==> config.mk <==
export PLATFORM = sky130hd
export DESIGN_NAME = rnn_engine
export DESIGN_NICKNAME = d
export VERILOG_FILES = /design/src/rtl/rnn_pkg.sv /design/src/rtl/rnn_mac.sv /design/src/rtl/rnn_tanh_pwl.sv /design/src/rtl/rnn_wsel.sv /design/src/rtl/rnn_engine.sv
export SDC_FILE = /design/constraint.sdc
export NUM_CORES = 1
export LEC_CHECK = 0
export ABC_CLOCK_PERIOD_IN_PS = 19700
export CAP_MARGIN = 20
export CORE_MARGIN = 3
export CORE_UTILIZATION = 40
export CTS_CLUSTER_DIAMETER = 100
export DETAILED_ROUTE_END_ITERATION = 16
export SETUP_SLACK_MARGIN = 0.4
export SYNTH_ARGS = -nofsm -noshare
export SYNTH_HDL_FRONTEND = slang
export SYNTH_HIERARCHICAL = 1
export SYNTH_SLANG_ARGS = --single-unit
==> constraint.sdc <==
create_clock -name clk -period 19.7 [get_ports clk]
set_clock_uncertainty 0.1 [all_clocks]
set_input_delay 3.94 -clock clk [delete_from_list [all_inputs] [get_ports clk]]
set_output_delay 3.94 -clock clk [all_outputs]
set_load 0.05 [all_outputs]
==> src/rtl/rnn_pkg.sv <==
package rnn_pkg;

   typedef enum logic [2:0] {
      ST_IDLE,
      ST_RD,
      ST_WAIT,
      ST_HID,
      ST_COMMIT,
      ST_OUT,
      ST_WR,
      ST_DONE
   } rnn_state_e;

endpackage

==> src/rtl/rnn_mac.sv <==
module rnn_mac #(
   parameter int WORD_W = 16,
   parameter int FRAC_W = 7
) (
   input  logic signed [WORD_W-1:0] acc_in,
   input  logic signed [WORD_W-1:0] wgt,
   input  logic signed [WORD_W-1:0] opd,
   output logic signed [WORD_W-1:0] acc_out
);
   localparam int PW = 2 * WORD_W;
   localparam logic signed [WORD_W-1:0] MAXW = {1'b0, {(WORD_W-1){1'b1}}};
   localparam logic signed [WORD_W-1:0] MINW = {1'b1, {(WORD_W-1){1'b0}}};

   generate
      if (FRAC_W < 2 || FRAC_W > WORD_W - 3) begin : g_bad_frac
         $error("rnn_mac: FRAC_W out of range");
      end
   endgenerate

   logic signed [PW-1:0]     prod;
   logic signed [PW-1:0]     scaled;
   logic [PW-WORD_W:0]       top_bits;
   logic signed [WORD_W-1:0] mul_q;
   logic signed [WORD_W:0]   sum;

   always_comb begin
      prod     = wgt * opd;
      scaled   = prod >>> FRAC_W;
      top_bits = scaled[PW-1:WORD_W-1];
      if ((&top_bits) || !(|top_bits)) begin
         mul_q = scaled[WORD_W-1:0];
      end else begin
         mul_q = scaled[PW-1] ? MINW : MAXW;
      end
      sum = {acc_in[WORD_W-1], acc_in} + {mul_q[WORD_W-1], mul_q};
      if (sum[WORD_W] != sum[WORD_W-1]) begin
         acc_out = sum[WORD_W] ? MINW : MAXW;
      end else begin
         acc_out = sum[WORD_W-1:0];
      end
   end
endmodule

==> src/rtl/rnn_tanh_pwl.sv <==
module rnn_tanh_pwl #(
   parameter int WORD_W = 16,
   parameter int FRAC_W = 7
) (
   input  logic signed [WORD_W-1:0] x,
   output logic signed [WORD_W-1:0] y
);
   localparam logic [WORD_W:0] LSB   = (WORD_W+1)'(1);
   localparam logic [WORD_W:0] HALF  = LSB << (FRAC_W - 1);
   localparam logic [WORD_W:0] QUART = LSB << (FRAC_W - 2);
   localparam logic [WORD_W:0] UNIT  = LSB << FRAC_W;
   localparam logic [WORD_W:0] TWO   = LSB << (FRAC_W + 1);

   generate
      if (FRAC_W + 2 >= WORD_W) begin : g_bad_width
         $error("rnn_tanh_pwl: word too narrow for activation range");
      end
   endgenerate

   logic [WORD_W:0] mag;
   logic [WORD_W:0] r;
   logic [WORD_W:0] neg_r;

   always_comb begin
      mag = x[WORD_W-1] ? (~{1'b1, x} + LSB) : {1'b0, x};
      if (mag < HALF) begin
         r = mag;
      end else if (mag < TWO) begin
         r = (mag >> 1) + QUART;
      end else begin
         r = UNIT;
      end
      neg_r = ~r + LSB;
      y     = x[WORD_W-1] ? neg_r[WORD_W-1:0] : r[WORD_W-1:0];
   end
endmodule

==> src/rtl/rnn_wsel.sv <==
module rnn_wsel #(
   parameter int WORD_W = 16,
   parameter int HID    = 4,
   parameter int HW     = 3,
   parameter int JW     = 2,
   parameter logic [HID*WORD_W-1:0]     WX_VEC = '0,
   parameter logic [HID*HID*WORD_W-1:0] WH_VEC = '0,
   parameter logic [HID*WORD_W-1:0]     BH_VEC = '0,
   parameter logic [HID*WORD_W-1:0]     WO_VEC = '0,
   parameter logic [WORD_W-1:0]         BO_VAL = '0
) (
   input  logic                     out_phase,
   input  logic [JW-1:0]            j_idx,
   input  logic [HW-1:0]            m_idx,
   output logic signed [WORD_W-1:0] wgt,
   output logic signed [WORD_W-1:0] bias
);
   logic signed [WORD_W-1:0] wx [HID];
   logic signed [WORD_W-1:0] bh [HID];
   logic signed [WORD_W-1:0] wo [HID];
   logic signed [WORD_W-1:0] wh [HID*HID];

   generate
      for (genvar g = 0; g < HID; g++) begin : g_vec
         assign wx[g] = WX_VEC[g*WORD_W +: WORD_W];
         assign bh[g] = BH_VEC[g*WORD_W +: WORD_W];
         assign wo[g] = WO_VEC[g*WORD_W +: WORD_W];
      end
      for (genvar g = 0; g < HID*HID; g++) begin : g_mat
         assign wh[g] = WH_VEC[g*WORD_W +: WORD_W];
      end
   endgenerate

   always_comb begin
      wgt  = '0;
      bias = '0;
      if (out_phase) begin
         bias = BO_VAL;
         for (int k = 0; k < HID; k++) begin
            if (m_idx == HW'(k)) wgt = wo[k];
         end
      end else begin
         for (int j = 0; j < HID; j++) begin
            if (j_idx == JW'(j)) begin
               bias = bh[j];
               if (m_idx == '0) wgt = wx[j];
               for (int k = 0; k < HID; k++) begin
                  if (m_idx == HW'(k + 1)) wgt = wh[j*HID + k];
               end
            end
         end
      end
   end
endmodule

==> src/rtl/rnn_engine.sv <==
module rnn_engine
   import rnn_pkg::*;
#(
   parameter int WORD_W = 16,
   parameter int FRAC_W = 7,
   parameter int HID    = 4,
   parameter int SEQ    = 6,
   parameter logic [HID*WORD_W-1:0] WX_VEC =
      {16'sd96, -16'sd64, 16'sd160, 16'sd128},
   parameter logic [HID*HID*WORD_W-1:0] WH_VEC =
      {16'sd32, -16'sd16, 16'sd64, 16'sd8,
       -16'sd48, 16'sd96, 16'sd0, 16'sd24,
       16'sd16, 16'sd40, -16'sd80, 16'sd12,
       16'sd0, -16'sd20, 16'sd30, 16'sd64},
   parameter logic [HID*WORD_W-1:0] BH_VEC =
      {-16'sd8, 16'sd0, 16'sd12, 16'sd4},
   parameter logic [HID*WORD_W-1:0] WO_VEC =
      {16'sd64, -16'sd96, 16'sd48, 16'sd112},
   parameter logic [WORD_W-1:0] BO_VAL = 16'sd6,
   localparam int AW = (SEQ > 1) ? $clog2(SEQ) : 1
) (
   input  logic              clk,
   input  logic              rst_n,
   input  logic              start,
   output logic              done,
   output logic              in_rd_en,
   output logic [AW-1:0]     in_addr,
   input  logic [WORD_W-1:0] in_rdata,
   output logic              out_we,
   output logic [AW-1:0]     out_addr,
   output logic [WORD_W-1:0] out_wdata
);
   localparam int HW = $clog2(HID + 1);
   localparam int JW = (HID > 1) ? $clog2(HID) : 1;

   generate
      if (HID < 1 || SEQ < 1) begin : g_bad_size
         $error("rnn_engine: HID and SEQ must be at least 1");
      end
   endgenerate

   rnn_state_e st_q;
   logic [AW-1:0]            t_q;
   logic [JW-1:0]            j_q;
   logic [HW-1:0]            m_q;
   logic signed [WORD_W-1:0] x_q;
   logic signed [WORD_W-1:0] acc_q;
   logic signed [WORD_W-1:0] y_q;
   logic signed [WORD_W-1:0] h_q  [HID];
   logic signed [WORD_W-1:0] hn_q [HID];

   logic                     out_phase;
   logic                     busy;
   logic signed [WORD_W-1:0] wgt;
   logic signed [WORD_W-1:0] bias;
   logic signed [WORD_W-1:0] opd;
   logic signed [WORD_W-1:0] acc_in;
   logic signed [WORD_W-1:0] mac_out;
   logic signed [WORD_W-1:0] act_out;

   assign out_phase = (st_q == ST_OUT);
   assign busy      = (st_q != ST_IDLE) && (st_q != ST_DONE);

   rnn_wsel #(
      .WORD_W(WORD_W), .HID(HID), .HW(HW), .JW(JW),
      .WX_VEC(WX_VEC), .WH_VEC(WH_VEC), .BH_VEC(BH_VEC),
      .WO_VEC(WO_VEC), .BO_VAL(BO_VAL)
   ) u_wsel (
      .out_phase(out_phase),
      .j_idx    (j_q),
      .m_idx    (m_q),
      .wgt      (wgt),
      .bias     (bias)
   );

   always_comb begin
      opd = '0;
      if (out_phase) begin
         for (int k = 0; k < HID; k++) begin
            if (m_q == HW'(k)) opd = h_q[k];
         end
      end else begin
         if (m_q == '0) opd = x_q;
         for (int k = 0; k < HID; k++) begin
            if (m_q == HW'(k + 1)) opd = h_q[k];
         end
      end
      acc_in = (m_q == '0) ? bias : acc_q;
   end

   rnn_mac #(.WORD_W(WORD_W), .FRAC_W(FRAC_W)) u_mac (
      .acc_in (acc_in),
      .wgt    (wgt),
      .opd    (opd),
      .acc_out(mac_out)
   );

   rnn_tanh_pwl #(.WORD_W(WORD_W), .FRAC_W(FRAC_W)) u_act (
      .x(mac_out),
      .y(act_out)
   );

   always_ff @(posedge clk or negedge rst_n) begin
      if (!rst_n) begin
         st_q  <= ST_IDLE;
         t_q   <= '0;
         j_q   <= '0;
         m_q   <= '0;
         x_q   <= '0;
         acc_q <= '0;
         y_q   <= '0;
         for (int k = 0; k < HID; k++) begin
            h_q[k]  <= '0;
            hn_q[k] <= '0;
         end
      end else begin
         case (st_q)
            ST_IDLE, ST_DONE: begin
               if (start) begin
                  t_q  <= '0;
                  st_q <= ST_RD;
                  for (int k = 0; k < HID; k++) h_q[k] <= '0;
               end
            end
            ST_RD: st_q <= ST_WAIT;
            ST_WAIT: begin
               x_q  <= in_rdata;
               j_q  <= '0;
               m_q  <= '0;
               st_q <= ST_HID;
            end
            ST_HID: begin
               acc_q <= mac_out;
               if (m_q == HW'(HID)) begin
                  for (int k = 0; k < HID; k++) begin
                     if (j_q == JW'(k)) hn_q[k] <= act_out;
                  end
                  m_q <= '0;
                  if (j_q == JW'(HID - 1)) st_q <= ST_COMMIT;
                  else j_q <= j_q + 1'b1;
               end else begin
                  m_q <= m_q + 1'b1;
               end
            end
            ST_COMMIT: begin
               for (int k = 0; k < HID; k++) h_q[k] <= hn_q[k];
               m_q  <= '0;
               st_q <= ST_OUT;
            end
            ST_OUT: begin
               acc_q <= mac_out;
               if (m_q == HW'(HID - 1)) begin
                  y_q  <= mac_out;
                  st_q <= ST_WR;
               end else begin
                  m_q <= m_q + 1'b1;
               end
            end
            ST_WR: begin
               if (t_q == AW'(SEQ - 1)) begin
                  st_q <= ST_DONE;
               end else begin
                  t_q  <= t_q + 1'b1;
                  st_q <= ST_RD;
               end
            end
            default: st_q <= ST_IDLE;
         endcase
      end
   end

   assign done      = (st_q == ST_DONE);
   assign in_rd_en  = (st_q == ST_RD);
   assign in_addr   = t_q;
   assign out_we    = (st_q == ST_WR);
   assign out_addr  = t_q;
   assign out_wdata = y_q;

endmodule

==> Implementation_results.wiki <==
{| class="wikitable"
! Metric !! Value
|-
| Met2 Wirelength || 25,900 microns
|-
| Fraction of synthesis flops using an asynchronous set or reset pin || 100%
|-
| Detail-routed via count per cell || 5.51
|-
| Most used flip-flop cell after synthesis || sky130_fd_sc_hd__dfrtp_1
|-
| Area taken by flip-flops and latches || 4680 sq um
|-
| Final clock period utilization by the worst path || 83.8%
|-
| Area of the core || 51,800 sq um
|-
| Accumulated negative setup slack || 0 ps
|-
| Maximum level of the CTS H-tree || 4
|-
| IO buf count || 43
|-
| RR Endpoint || hn_q[28]$_DFFE_PN0P_
|-
| Buffer and inverter count on the worst path || 12
|-
| Remaining antenna violation count after routing || 0
|-
| Total stage count of the critical path || 51
|-
| Achievable frequency || 60.6 MHz
|-
| M1 WL || 22,700 microns
|-
| Worst-path fanout max || 37
|-
| Setup repair after global routing missed its margin || false
|-
| Data arrival at the endpoint of the critical path || 16,740 ps
|-
| Final count of hold timing violations || 0
|-
| Die boundary height || 236 microns
|-
| Clock sink total || 187
|-
| Routed wire per std cell || 18.5 microns
|-
| Area of the multi-input gates || 14,600 sq um
|-
| Reg-to-reg slack, setup || 3190 ps
|-
| DRC violation count after routing || 0
|-
| Ratio of cells with drive above 1 in the final layout || 11.7%
|-
| Filler Cells Inserted || 5,021
|-
| Util after Layout || 43.5%
|-
| Cell with the largest stage delay on the worst path || sky130_fd_sc_hd__nor2_1
|-
| Synthesis-to-finish area growth || 6.35%
|-
| Initial antenna violation count || 0
|-
| Number of buffers inserted to repair setup after CTS || 0
|-
| Synthesized instance count || 2,182
|-
| Delay-heaviest family, CP || compound AO/OA/AOI/OAI gates
|-
| Worst reg2reg startpoint || m_q[2]$_DFFE_PN0P_
|-
| Placer's final routability congestion estimate || 0.846
|-
| GRT Residual Overflow || 0
|-
| Starting density of the core || 40.9%
|-
| R2r worst-path depth || 51
|-
| Count of max-cap constraint violations || 0
|-
| Clk buf depth || 2
|-
| WL final || 52,100 microns
|-
| Post-synth EDFFs || 0
|-
| Required time of the worst setup path || 19,930 ps
|-
| Top routing layer in use || met4
|-
| Slew at the pin with the worst max-slew slack || 1070 ps
|-
| Largest stage delay, worst path || 860 ps
|-
| Relative max-transition margin || 28.1%
|-
| Critical path capture point || hn_q[28]$_DFFE_PN0P_
|-
| Number of register bits inferred by synthesis || 187
|-
| Library cells used by synthesis || 103
|-
| Number of nets at the end of the flow || 2,516
|-
| Half-perimeter wire length after placement || 38,900 microns
|-
| Final number of max-transition violations || 0
|-
| Status || finished, final reports clean
|-
| Yosys warnings || 6
|-
| Area of the die || 55,800 sq um
|-
| CP endpoint kind || flip-flop
|-
| Number of global-route vias before repair || 16,447
|-
| Sort of element at the start of the critical path || flip-flop
|-
| Beginning of the critical path || m_q[2]$_DFFE_PN0P_
|-
| Maximum number of pins on one net before global-route repair || 129
|-
| Clock latency at the later pin of the worst-skew pair || 450 ps
|-
| First-pass DRT Iterations || 6
|-
| Die span in x || 236 microns
|-
| Most prevalent standard cell on the critical path || sky130_fd_sc_hd__inv_1
|-
| Hold WC Path Type || flip-flop to flip-flop
|-
| Final critical delay including setup and external delays || 16,510 ps
|-
| Worst Path Class, Setup || flip-flop to flip-flop
|-
| CTS Buf Count || 17
|-
| Root buffer cell || sky130_fd_sc_hd__clkbuf_16
|-
| Antenna fix cells || 0
|-
| Violation count after the first detailed-routing iteration || 912
|-
| Top-Level Pins || 44
|-
| Cell area after synthesis || 21,200 sq um
|-
| Detailed-routed wire length on met3 || 2250 microns
|-
| Syn Area/Cell || 9.71 sq um
|-
| Number of resized instances in the post-cts repair step || 0
|-
| Register area share after synthesis || 22.1%
|-
| Finish-stage setup viols || 0
|-
| Clock transition at the register clock pins on the worst setup and hold paths after CTS || 80 ps
|-
| Site Rows || 83
|-
| Total via count after detailed routing || 15,531
|-
| Global-route wire length before repair || 87,000 microns
|-
| Global-route usage over all layers || 19.2%
|-
| Hold-fix buffers at CTS || 0
|-
| Clock tree from TritonCTS || yes
|}
-- per-layer routing --
metal	vias to the layer above	track usage [%]
met5	-	0
met4	0	5.79
met3	73	2.26
met2	402	33.1
met1	7951	25.5
li1	7105	-
-- cells in the mapped netlist, types with 9 or more instances --
cell	count	area share, %
sky130_fd_sc_hd__nor2_1	52	0.92
sky130_fd_sc_hd__nand4_1	10	0.30
sky130_fd_sc_hd__and2_1	122	3.6
sky130_fd_sc_hd__nor2b_1	12	0.35
sky130_fd_sc_hd__ha_1	109	6.4
sky130_fd_sc_hd__inv_1	334	5.9
sky130_fd_sc_hd__a21o_1	16	0.57
sky130_fd_sc_hd__clkbuf_1	71	1.3
sky130_fd_sc_hd__mux2_2	128	6.8
sky130_fd_sc_hd__a221o_1	16	0.76
sky130_fd_sc_hd__maj3_2	9	0.48
sky130_fd_sc_hd__a21oi_1	56	1.3
sky130_fd_sc_hd__nor4_1	11	0.32
sky130_fd_sc_hd__xnor2_1	36	1.5
sky130_fd_sc_hd__o21a_1	12	0.43
sky130_fd_sc_hd__nor3_1	14	0.33
sky130_fd_sc_hd__fa_1	262	25
sky130_fd_sc_hd__a22oi_1	17	0.60
sky130_fd_sc_hd__a22o_1	65	2.7
sky130_fd_sc_hd__xor2_1	18	0.74
sky130_fd_sc_hd__o221ai_2	10	0.71
sky130_fd_sc_hd__buf_2	28	0.66
sky130_fd_sc_hd__nand2_1	248	4.4
sky130_fd_sc_hd__o21ai_0	71	1.7
sky130_fd_sc_hd__a221oi_1	32	1.3
sky130_fd_sc_hd__buf_4	29	1.0
sky130_fd_sc_hd__nand2b_1	16	0.47
sky130_fd_sc_hd__dfrtp_1	187	22
sky130_fd_sc_hd__nand3_1	26	0.61
-- cells in the final DEF, fill, tap and decap left out, types with 18 or more instances in the layout --
master                            netlist  layout
sky130_fd_sc_hd__fa_1                 262     262
sky130_fd_sc_hd__xor2_1                18      18
sky130_fd_sc_hd__a21oi_1               56      56
sky130_fd_sc_hd__inv_1                334     334
sky130_fd_sc_hd__clkdlybuf4s50_1        0      42
sky130_fd_sc_hd__and2_1               122     122
sky130_fd_sc_hd__a22o_1                65      65
sky130_fd_sc_hd__mux2_2               128     128
sky130_fd_sc_hd__a221oi_1              32      32
sky130_fd_sc_hd__nand3_1               26      26
sky130_fd_sc_hd__o21ai_0               71      71
sky130_fd_sc_hd__xnor2_1               36      36
sky130_fd_sc_hd__nor2_1                52      51
sky130_fd_sc_hd__nand2_1              248     248
sky130_fd_sc_hd__ha_1                 109     109
sky130_fd_sc_hd__dfrtp_1              187     187
-- kinds of logic (layout without fill, tap and decap cells) --
group,count (synthesis),count (layout),synth area share (%)
XOR/XNOR,56,56,2.41
flip-flops,187,187,22.1
AO/OA/AOI/OAI,389,389,14.1
other,1,2,0.0177
AND/OR/NAND/NOR,558,558,13.1
adder cells (fa/ha/maj),386,386,31.9
multiplexers,134,134,7.08
buffers and inverters,471,427,9.24
-- sequential cells by signal, summed over array words and instances, names as in the netlist --
signal and count:
hn_q 64, h_q 64, st_q 3, x_q 16, in_addr 3, j_q 2, m_q 3, acc_q 16
out_wdata 16
-- stage by stage --
stage          cells  area (sq um)  hold WS [ps]  setup WS (ps)
6_report        2819         22500           395           3190
5_1_grt         2819         22500           415           2010
4_1_cts         2819         22500           392           3320
3_5_place_dp    2787         21900           381           3440
3_3_place_gp    2786         21900           371           3700
2_1_floorplan   2183         21200           367           6310
-- worst reg2reg max path, delay by kind of cell, from the launching register on --
kind                       cells  cell delay, ps
AOI/OAI and AO/OA             17            5630
DFF                            1             780
adders and majority gates     12            4570
and+or+nand+nor                6            2390
muxes                          2             600
buffers and inverters         12            1830
xor gates and xnor gates       2             490
-- final cells by class --
type	instances	share of cell area [%]
multi-input combinational	1525	64.8
sequential	187	20.8
inverter	335	5.58
tap	680	3.77
timing repair buffer	60	2.49
clock buffer	18	1.95
clock inverter	14	0.683
-- worst min path at each step --
stage                                     from                   to  cells after the start
after detailed placement  hn_q[13]$_DFFE_PN0P_  h_q[13]$_DFFE_PN0P_                      1
after CTS                  hn_q[1]$_DFFE_PN0P_   h_q[1]$_DFFE_PN0P_                      1
after floorplan             h_q[0]$_DFFE_PN0P_   h_q[0]$_DFFE_PN0P_                      1
after global routing       hn_q[9]$_DFFE_PN0P_   h_q[9]$_DFFE_PN0P_                      1
final                     hn_q[43]$_DFFE_PN0P_  h_q[43]$_DFFE_PN0P_                      1
after global placement    hn_q[12]$_DFFE_PN0P_  h_q[12]$_DFFE_PN0P_                      1
Power is not shown: default switching activity piles up to over one toggle a cycle in this logic, so the estimate is an artifact.
